File: src/rtl/adc_rs_pkg.sv
package adc_rs_pkg;
  typedef enum logic [1:0] {
    CMP_BELOW   = 2'd0,
    CMP_ABOVE   = 2'd1,
    CMP_INSIDE  = 2'd2,
    CMP_OUTSIDE = 2'd3
  } cmp_mode_e;
endpackage

File: src/rtl/adc_rs_window.sv
module adc_rs_window #(
  parameter int VAL_W = 12,
  parameter int CH_W  = 4
) (
  input  logic [VAL_W-1:0] value_i,
  input  logic [CH_W-1:0]  chan_i,
  input  logic [1:0]       mode_i,
  input  logic             all_i,
  input  logic [CH_W-1:0]  sel_i,
  input  logic [VAL_W-1:0] lo_i,
  input  logic [VAL_W-1:0] hi_i,
  output logic             hit_o
);
  import adc_rs_pkg::*;
  logic below, above, cond, chan_ok;

  always_comb begin
    below   = value_i < lo_i;
    above   = value_i > hi_i;
    chan_ok = all_i || (chan_i == sel_i);
    unique case (cmp_mode_e'(mode_i))
      CMP_BELOW:   cond = below;
      CMP_ABOVE:   cond = above;
      CMP_INSIDE:  cond = !below && !above;
      CMP_OUTSIDE: cond = below || above;
      default:     cond = 1'b0;
    endcase
    hit_o = cond && chan_ok;
  end
endmodule

File: src/rtl/adc_rs_dma.sv
module adc_rs_dma #(
  parameter int WORD_W = 16
) (
  input  logic              clk,
  input  logic              rst_n,
  input  logic              load_i,
  input  logic [WORD_W-1:0] word_i,
  input  logic              ready_i,
  output logic              valid_o,
  output logic [WORD_W-1:0] data_o,
  output logic              overrun_o
);
  // A load while a word is still unaccepted replaces that word.
  assign overrun_o = load_i && valid_o && !ready_i;

  always_ff @(posedge clk or negedge rst_n) begin
    if (!rst_n) begin
      valid_o <= 1'b0;
      data_o  <= '0;
    end else if (load_i) begin
      valid_o <= 1'b1;
      data_o  <= word_i;
    end else if (ready_i) begin
      valid_o <= 1'b0;
    end
  end
endmodule

File: src/rtl/adc_rs_fault.sv
module adc_rs_fault #(
  parameter int PEND_W = 3
) (
  input  logic clk,
  input  logic rst_n,
  input  logic hit_i,
  output logic pulse_o
);
  localparam logic [PEND_W-1:0] PEND_MAX = {PEND_W{1'b1}};
  logic [PEND_W-1:0] pend_q;
  logic              emit;

  // A pulse fires only after a low cycle; matches that arrive meanwhile wait in the queue.
  assign emit = !pulse_o && (hit_i || pend_q != '0);

  always_ff @(posedge clk or negedge rst_n) begin
    if (!rst_n) begin
      pulse_o <= 1'b0;
      pend_q  <= '0;
    end else begin
      pulse_o <= emit;
      if (hit_i && !emit && pend_q != PEND_MAX)
        pend_q <= pend_q + 1'b1;
      else if (!hit_i && emit)
        pend_q <= pend_q - 1'b1;
    end
  end
endmodule

File: src/rtl/adc_result_stage.sv
module adc_result_stage #(
  parameter int VAL_W  = 12,
  parameter int CH_W   = 4,
  parameter int WORD_W = 16,
  parameter int PEND_W = 3
) (
  input  logic              clk,
  input  logic              rst_n,
  input  logic              res_valid,
  input  logic [VAL_W-1:0]  res_value,
  input  logic [CH_W-1:0]   res_chan,
  input  logic              tag_en,
  input  logic [1:0]        win_mode,
  input  logic              win_all,
  input  logic [CH_W-1:0]   win_chan,
  input  logic [VAL_W-1:0]  thr_lo,
  input  logic [VAL_W-1:0]  thr_hi,
  input  logic              stat_clr,
  input  logic              dma_ready,
  output logic              dma_valid,
  output logic [WORD_W-1:0] dma_data,
  output logic [VAL_W-1:0]  last_value,
  output logic [CH_W-1:0]   last_chan,
  output logic              fault_pulse,
  output logic              win_flag,
  output logic              ovr_flag
);
  localparam int PAD_W = WORD_W - VAL_W - CH_W;

  logic              hit, match, ovr_hit;
  logic [CH_W-1:0]   tag_field;
  logic [WORD_W-1:0] word;

  assign tag_field = tag_en ? res_chan : '0;

  generate
    if (PAD_W > 0) begin : g_pad
      assign word = {tag_field, {PAD_W{1'b0}}, res_value};
    end else begin : g_nopad
      assign word = {tag_field, res_value};
    end
  endgenerate

  adc_rs_window #(.VAL_W(VAL_W), .CH_W(CH_W)) win_i (
    .value_i(res_value), .chan_i(res_chan), .mode_i(win_mode),
    .all_i(win_all), .sel_i(win_chan), .lo_i(thr_lo), .hi_i(thr_hi),
    .hit_o(hit)
  );

  assign match = res_valid && hit;

  adc_rs_dma #(.WORD_W(WORD_W)) dma_i (
    .clk(clk), .rst_n(rst_n), .load_i(res_valid), .word_i(word),
    .ready_i(dma_ready), .valid_o(dma_valid), .data_o(dma_data),
    .overrun_o(ovr_hit)
  );

  adc_rs_fault #(.PEND_W(PEND_W)) flt_i (
    .clk(clk), .rst_n(rst_n), .hit_i(match), .pulse_o(fault_pulse)
  );

  always_ff @(posedge clk or negedge rst_n) begin
    if (!rst_n) begin
      last_value <= '0;
      last_chan  <= '0;
      win_flag   <= 1'b0;
      ovr_flag   <= 1'b0;
    end else begin
      if (res_valid) begin
        last_value <= res_value;
        last_chan  <= res_chan;
      end
      if (match)         win_flag <= 1'b1;
      else if (stat_clr) win_flag <= 1'b0;
      if (ovr_hit)       ovr_flag <= 1'b1;
      else if (stat_clr) ovr_flag <= 1'b0;
    end
  end
endmodule

File: config.mk
export PLATFORM = sky130hd
export DESIGN_NAME = adc_result_stage
export DESIGN_NICKNAME = d
export VERILOG_FILES = /design/src/rtl/adc_rs_pkg.sv /design/src/rtl/adc_rs_window.sv /design/src/rtl/adc_rs_dma.sv /design/src/rtl/adc_rs_fault.sv /design/src/rtl/adc_result_stage.sv
export SDC_FILE = /design/constraint.sdc
export NUM_CORES = 1
export LEC_CHECK = 0
export BUFFER_PORTS_ARGS = -buffer_cell sky130_fd_sc_hd__buf_4
export CORE_UTILIZATION = 45
export CTS_CLUSTER_DIAMETER = 50
export DETAILED_ROUTE_END_ITERATION = 16
export PLACE_DENSITY = 0.82
export SETUP_SLACK_MARGIN = 0.3
export SYNTH_ARGS = -nofsm -noshare
export SYNTH_HDL_FRONTEND = slang
export SYNTH_SLANG_ARGS = --single-unit
File: constraint.sdc
create_clock -name clk -period 2.3 [get_ports clk]
set_clock_uncertainty 0.1 [all_clocks]
set_input_delay 0.46 -clock clk [delete_from_list [all_inputs] [get_ports clk]]
set_output_delay 0.46 -clock clk [all_outputs]
set_load 0.1 [all_outputs]
# Word level (Yosys, flattened, before mapping)

Cells that the tools add are included.

Register bits: 39
Bits of input ports: 53
Logic and storage cells: 50
Output and inout bits: 36

$add $sub $neg: 2
Eq/ne operators: 5
Reduce and logical (&&, ||, !) cells: 24
Muxes and demuxes: 9
Order comparisons: 2

Operators with widths:

| cell                                                                   | number |
|---|---|
| 12-bit > comparator                                                    | 1 |
| 12-bit less-than comparator                                            | 1 |
| 1-bit logical AND                                                      | 9 |
| 2-bit nonzero test                                                     | 4 |
| 1-bit logical NOT                                                      | 6 |
| 3-bit two-way mux                                                      | 2 |
| 1-bit two-way mux                                                      | 5 |
| 2-bit equality test (second input constant)                            | 2 |
| 4-bit equality test                                                    | 1 |
| 4-bit two-way mux                                                      | 1 |
| 1-bit one-hot mux with 4 select lines                                  | 1 |
| 3-bit by 1-bit adder with 3-bit output (second input constant)         | 1 |
| 1-bit logical OR                                                       | 3 |
| 3-bit != test (second input constant)                                  | 1 |
| 3-bit nonzero test                                                     | 1 |
| 3-bit by 1-bit subtractor with 3-bit output (second input constant)    | 1 |
| 2-bit by 1-bit equality test with 1-bit output (second input constant) | 1 |
| 2-bit logical NOT                                                      | 1 |

# Longest topological paths before layout

Word-level depth: 12
Depth in mapped cells: 13

# By module

A second synthesis with hierarchy kept.

Cells, all modules: 207
Area total of the unflattened synthesis: 2,416.1 µm²

By module, submodules not included:

| module           | area each (µm²) | seq. area each (µm²) | instances | cells an instance |
|---|---|---|---|---|
| adc_result_stage | 750.7           | 450.4                | 1         | 44 |
| adc_rs_dma       | 686.9           | 425.4                | 1         | 38 |
| adc_rs_window    | 654.4           | 0.0                  | 1         | 89 |
| adc_rs_fault     | 324.1           | 100.1                | 1         | 36 |

# Worst setup path before layout

OpenSTA, ideal clock, no wires.

Path kind: input-to-reg
Start: input port thr_lo[9]
End: register flt_i.pend_q[2]
Path slack: -1.057 ns
Data arrival time: 3.127 ns
Cell stages on the path: 13
Data required time: 2.070 ns
Path through: inv_1 -> ha_1 -> a21o_1 -> a21o_1 -> a211o_1 -> a221o_1 -> o31ai_2 -> o21ai_4 -> or2_1 -> fa_1 -> or4_1 -> o21ai_0 -> a211oi_1

Cells in the longest elaborated chain, start to end: 12
Elaborated cells on any way between the ends: 16
Classes of those cells: 1 x order compare; 2 x mux; 13 x reduce/logical

RTL lines:

| item                                                           | RTL line               | source |
|---|---|---|
| start, declared                                                | adc_result_stage.sv:16 | `input logic [VAL_W-1:0] thr_lo,` |
| 12-bit less-than comparator *                                  | adc_rs_window.sv:18    | `below = value_i < lo_i;` |
| 1-bit logical NOT                                              | adc_rs_window.sv:24    | `CMP_INSIDE: cond = !below && !above;` |
| 1-bit logical AND                                              | adc_rs_window.sv:24    |  |
| 1-bit one-hot mux with 4 select lines *                        | adc_rs_window.sv:21    | `unique case (cmp_mode_e'(mode_i))` |
| 1-bit logical AND *                                            | adc_rs_window.sv:28    | `hit_o = cond && chan_ok;` |
| 1-bit logical AND *                                            | adc_result_stage.sv:50 | `assign match = res_valid && hit;` |
| 1-bit logical OR                                               | adc_rs_fault.sv:14     | `assign emit = !pulse_o && (hit_i \|\| pend_q != '0);` |
| 1-bit logical AND                                              | adc_rs_fault.sv:14     |  |
| 1-bit logical NOT                                              | adc_rs_fault.sv:22     | `if (hit_i && !emit && pend_q != PEND_MAX)` |
| 1-bit logical AND (2 in series)                                | adc_rs_fault.sv:22     |  |
| 3-bit two-way mux / 2-bit nonzero test (equally long branches) | -                      |  |
| end signal, assigned                                           | adc_rs_fault.sv:23     | `pend_q <= pend_q + 1'b1;` |
| end signal, assigned                                           | adc_rs_fault.sv:25     | `pend_q <= pend_q - 1'b1;` |
| end, declared                                                  | adc_rs_fault.sv:10     | `logic [PEND_W-1:0] pend_q;` |

Mark *: on every way between the ends. The rest lies on a longest branch, timed or not.
A chain may end at the register's enable or synchronous reset.

# Worst setup path in the final report

Start: input port res_value[5]
End: register flt_i.pend_q[2]

Cells in the longest elaborated chain, start to end: 12
Elaborated cells on any way between the ends: 18
Classes of those cells: 2 x order compare; 2 x mux; 14 x reduce/logical

RTL lines:

| item                                                                      | RTL line                                 | source |
|---|---|---|
| start, declared                                                           | adc_result_stage.sv:10                   | `input logic [VAL_W-1:0] res_value,` |
| 12-bit less-than comparator / 12-bit > comparator (equally long branches) | adc_rs_window.sv:18, adc_rs_window.sv:19 |  |
| 1-bit logical NOT                                                         | adc_rs_window.sv:24                      |  |
| 1-bit logical AND                                                         | adc_rs_window.sv:24                      |  |
| 1-bit one-hot mux with 4 select lines *                                   | adc_rs_window.sv:21                      |  |
| 1-bit logical AND *                                                       | adc_rs_window.sv:28                      |  |
| 1-bit logical AND *                                                       | adc_result_stage.sv:50                   |  |
| 1-bit logical OR                                                          | adc_rs_fault.sv:14                       |  |
| 1-bit logical AND                                                         | adc_rs_fault.sv:14                       |  |
| 1-bit logical NOT                                                         | adc_rs_fault.sv:22                       |  |
| 1-bit logical AND (2 in series)                                           | adc_rs_fault.sv:22                       |  |
| 3-bit two-way mux / 2-bit nonzero test (equally long branches)            | -                                        |  |

Marks and branches as above.

==> flow_metrics.py <==
metrics = {
    "status": {
        "status": "complete, but fails checks",
        "violations": "negative setup slack",
    },
    "drt": {
        "vias_per_cell": 5.14,
        "vias": 1752,
        "drt_iter0_markers": 68,
        "drc": 0,
        "final_antenna_net_count": 0,
        "finalWirelength_um": 4930,
        "routedWlPerCell_um": 14.5,
        "dr.pass1.iters": 4,
    },
    "die": {
        "die_h_um": 66.6,
        "ios": 89,
        "start_util": 0.470,
        "fp.dieArea_mm2": 0.00444,
        "rows": 23,
        "die_w_um": 66.6,
        "core-area_mm2": 0.00400,
    },
    "critical_path": {
        "critPathLaunchType": "input port",
        "cp.required_ps": 2360,
        "path_class": "in2reg",
        "r2r_cells": 7,
        "cp-end-kind": "flop",
        "critical_path_arrival_ps": 3120,
        "path_max_fanout": 4,
    },
    "place": {
        "io_buffers": 88,
        "dpl.hpwl_um": 3620,
        "gp_congestion": 0.829,
        "dpl.cell_count": 330,
        "placed_cell_area_mm2": 0.00269,
    },
    "power": {
        "p_leak_nw": 1.48,
        "power_frac_comb": 0.571,
        "p_total_w": 0.00217,
        "swShare": 0.488,
        "power.share.clock": 0.126,
        "switchingPower_w": 0.00106,
        "p_int_w": 0.00111,
        "ir_drop_v": 0.000538,
        "seqPwrFrac": 0.303,
        "cellPowerDensity_mw_per_mm2": 732,
    },
    "synthesis": {
        "ys_types": 40,
        "syn_area_mm2": 0.00188,
        "yosys.area.top_type": "dfrtp_1",
        "ys.flop_type": "dfrtp_1",
        "synth_common_cells": "31 x inv_1, 27 x dfrtp_1, 23 x ha_1, 16 x mux2_2, 12 x buf_4",
        "synth_edf_count": 0,
        "ys_seq_area_frac": 0.360,
        "yosys.area.top_type_share": 0.360,
        "synth.most_common_cell": "inv_1",
        "avgSynthCellArea_um2": 10.0,
        "syn-num-nets": 265,
        "ys_warn_count": 0,
        "async_flop_share": 1.00,
        "synthCells": 188,
        "ys_top_cells_by_area": "dfrtp_1 36%, ha_1 15%, mux2_2 9.6%, inv_1 6.2%, buf_4 4.8%",
        "synth_seq_cells": 27,
    },
    "hold_path": {
        "min_path_type": "in2reg",
        "whs_path_depth": 2,
    },
    "sta": {
        "finalWorstSetupSlack_ps": -760,
        "fin_crit_sh": 1.33,
        "setup_viol": 5,
        "rsz0062_at_grt": "true",
        "relSlewSlack": 0.740,
        "max_freq_mhz": 327,
        "min_period_ps": 3060,
        "tns_ps": -1750,
        "maxSlewViolCount": 0,
        "tightest_slew_ps": 389,
        "hold_viol_final": 0,
    },
    "finish": {
        "drive_above_1_share": 0.557,
        "finalNetCount": 369,
        "final_cell_area_mm2": 0.00297,
        "instances_no_fill": 341,
        "num_antenna_cells": 0,
        "fin_util": 0.741,
        "syn_to_final_growth_pct": 57.8,
    },
    "cts": {
        "clk_path_buf_depth": 2,
        "cts_tree": "done",
        "numCtsBuffers": 3,
        "cts_max_level": 1,
        "clk_transition_reported_paths_ps": 100,
        "root_buffer": "clkbuf_8",
        "clkLatencyLatePin_ps": 270,
        "cts.sinks": 27,
    },
    "global_routing": {
        "antenna_found_initial": 0,
        "grt_max_degree": 28,
        "first_global_vias": 1742,
        "groute.usage.overall": 0.224,
        "grt_pass1_wl_um": 7510,
        "grt-ovfl-total": 0,
    },
    "run": {
        "drv_cap": 0,
    },
}
final cells by class:
class,instances,area (um2)
multi-input cells,115,1170
well taps,50,62.6
flip-flops and latches,27,676
repair buffers,114,877
inverters,31,129
fillers,279,1030
clock inverters,1,7.51
clock buffers,3,41.3
cells by family after synthesis:
logic type | count (synthesis) | share of synthesized area
xor gates and xnor gates | 5 | 0.0233
adders and majority gates | 24 | 0.164
buffers and inverters | 46 | 0.116
AOI/OAI and AO/OA | 38 | 0.142
DFF | 27 | 0.360
and+or+nand+nor | 30 | 0.0879
muxes | 18 | 0.107
flip-flops by register name (all words and copies together) (netlist names):
name	cells
last_value	11
flt_i.pend_q	3
last_chan	4
win_flag	1
dma_i.valid_o	1
ovr_flag	1
dma_i.data_o	5
flt_i.pulse_o	1
metrics by stage:
| step | setup slack [ps] | hold slack [ps] |
|---|---|---|
| after detailed placement | -1030 | 293 |
| after global routing | -873 | 279 |
| after floorplan | -804 | 64.4 |
| final | -760 | 276 |
| after CTS | -640 | 276 |
| after global placement | -950 | 293 |
routing by layer:
layer  up-vias  part of all wire  track usage
met2        65              0.56        0.429
met1       829              0.38        0.256
met4         0             0.013       0.0638
met5         -                 0            0
li1        850                 -            -
met3         8             0.049       0.0257
cell usage in the layout, fill, tap and decap left out, types with 2 or more instances in the layout:
cell type	netlist	layout
ha_1	23	16
inv_1	31	29
o21ai_0	9	7
clkbuf_8	0	3
buf_6	0	3
a21o_1	3	3
nand2_1	5	5
nor2_1	2	2
mux2_2	16	16
dfrtp_1	27	27
nand2b_1	3	3
nand4_1	4	4
nand3_1	6	6
o21ai_2	0	2
buf_4	12	109
a21oi_1	8	6
a211oi_1	5	2
a211o_1	2	2
or2_2	2	2
xnor2_1	4	4
a211oi_2	0	3
ha_4	0	7
power groups by stage:
stage	combinational [W]	sequential, W	clock, W
6_report	0.00124	0.000657	0.000274
3_5_place_dp	0.00113	0.000656	0
3_3_place_gp	0.00110	0.000651	0
5_1_grt	0.00130	0.000673	0.000297
4_1_cts	0.00119	0.000649	0.000280
2_1_floorplan	0.000489	0.000988	0
final timing paths:
path / start / endpoint / slack [ps]
setup / recovery: res_value[5] / flt_i.pend_q[2] / -760
hold / removal: stat_clr / win_flag / 280
setup reg to reg: flt_i.pend_q[1] / flt_i.pend_q[2] / 160
hold reg to reg: ovr_flag / ovr_flag / 420
max in group asynchronous: rst_n / last_value[4] / 1310
min in group asynchronous: rst_n / last_value[8] / 530
timing repair:
item	CTS	global route
hold buffers	1	0
buffers inserted	4	2
gates resized for setup	13	16
pin swaps	3	11
setup endpoints to repair	5	5
endpoints found under the hold margin	27	0
critical path, cell delays in order:
cell and delay (ps):
buf_4 130, ha_1 290, o21ai_0 120, a211oi_2 410
a21oi_4 110, o31ai_4 310, o21ai_4 70, or2_1 250
fa_2 400, or4_4 430, o21ai_2 80, a211oi_2 50
No activity file was read; power rests on OpenSTA's default activity.
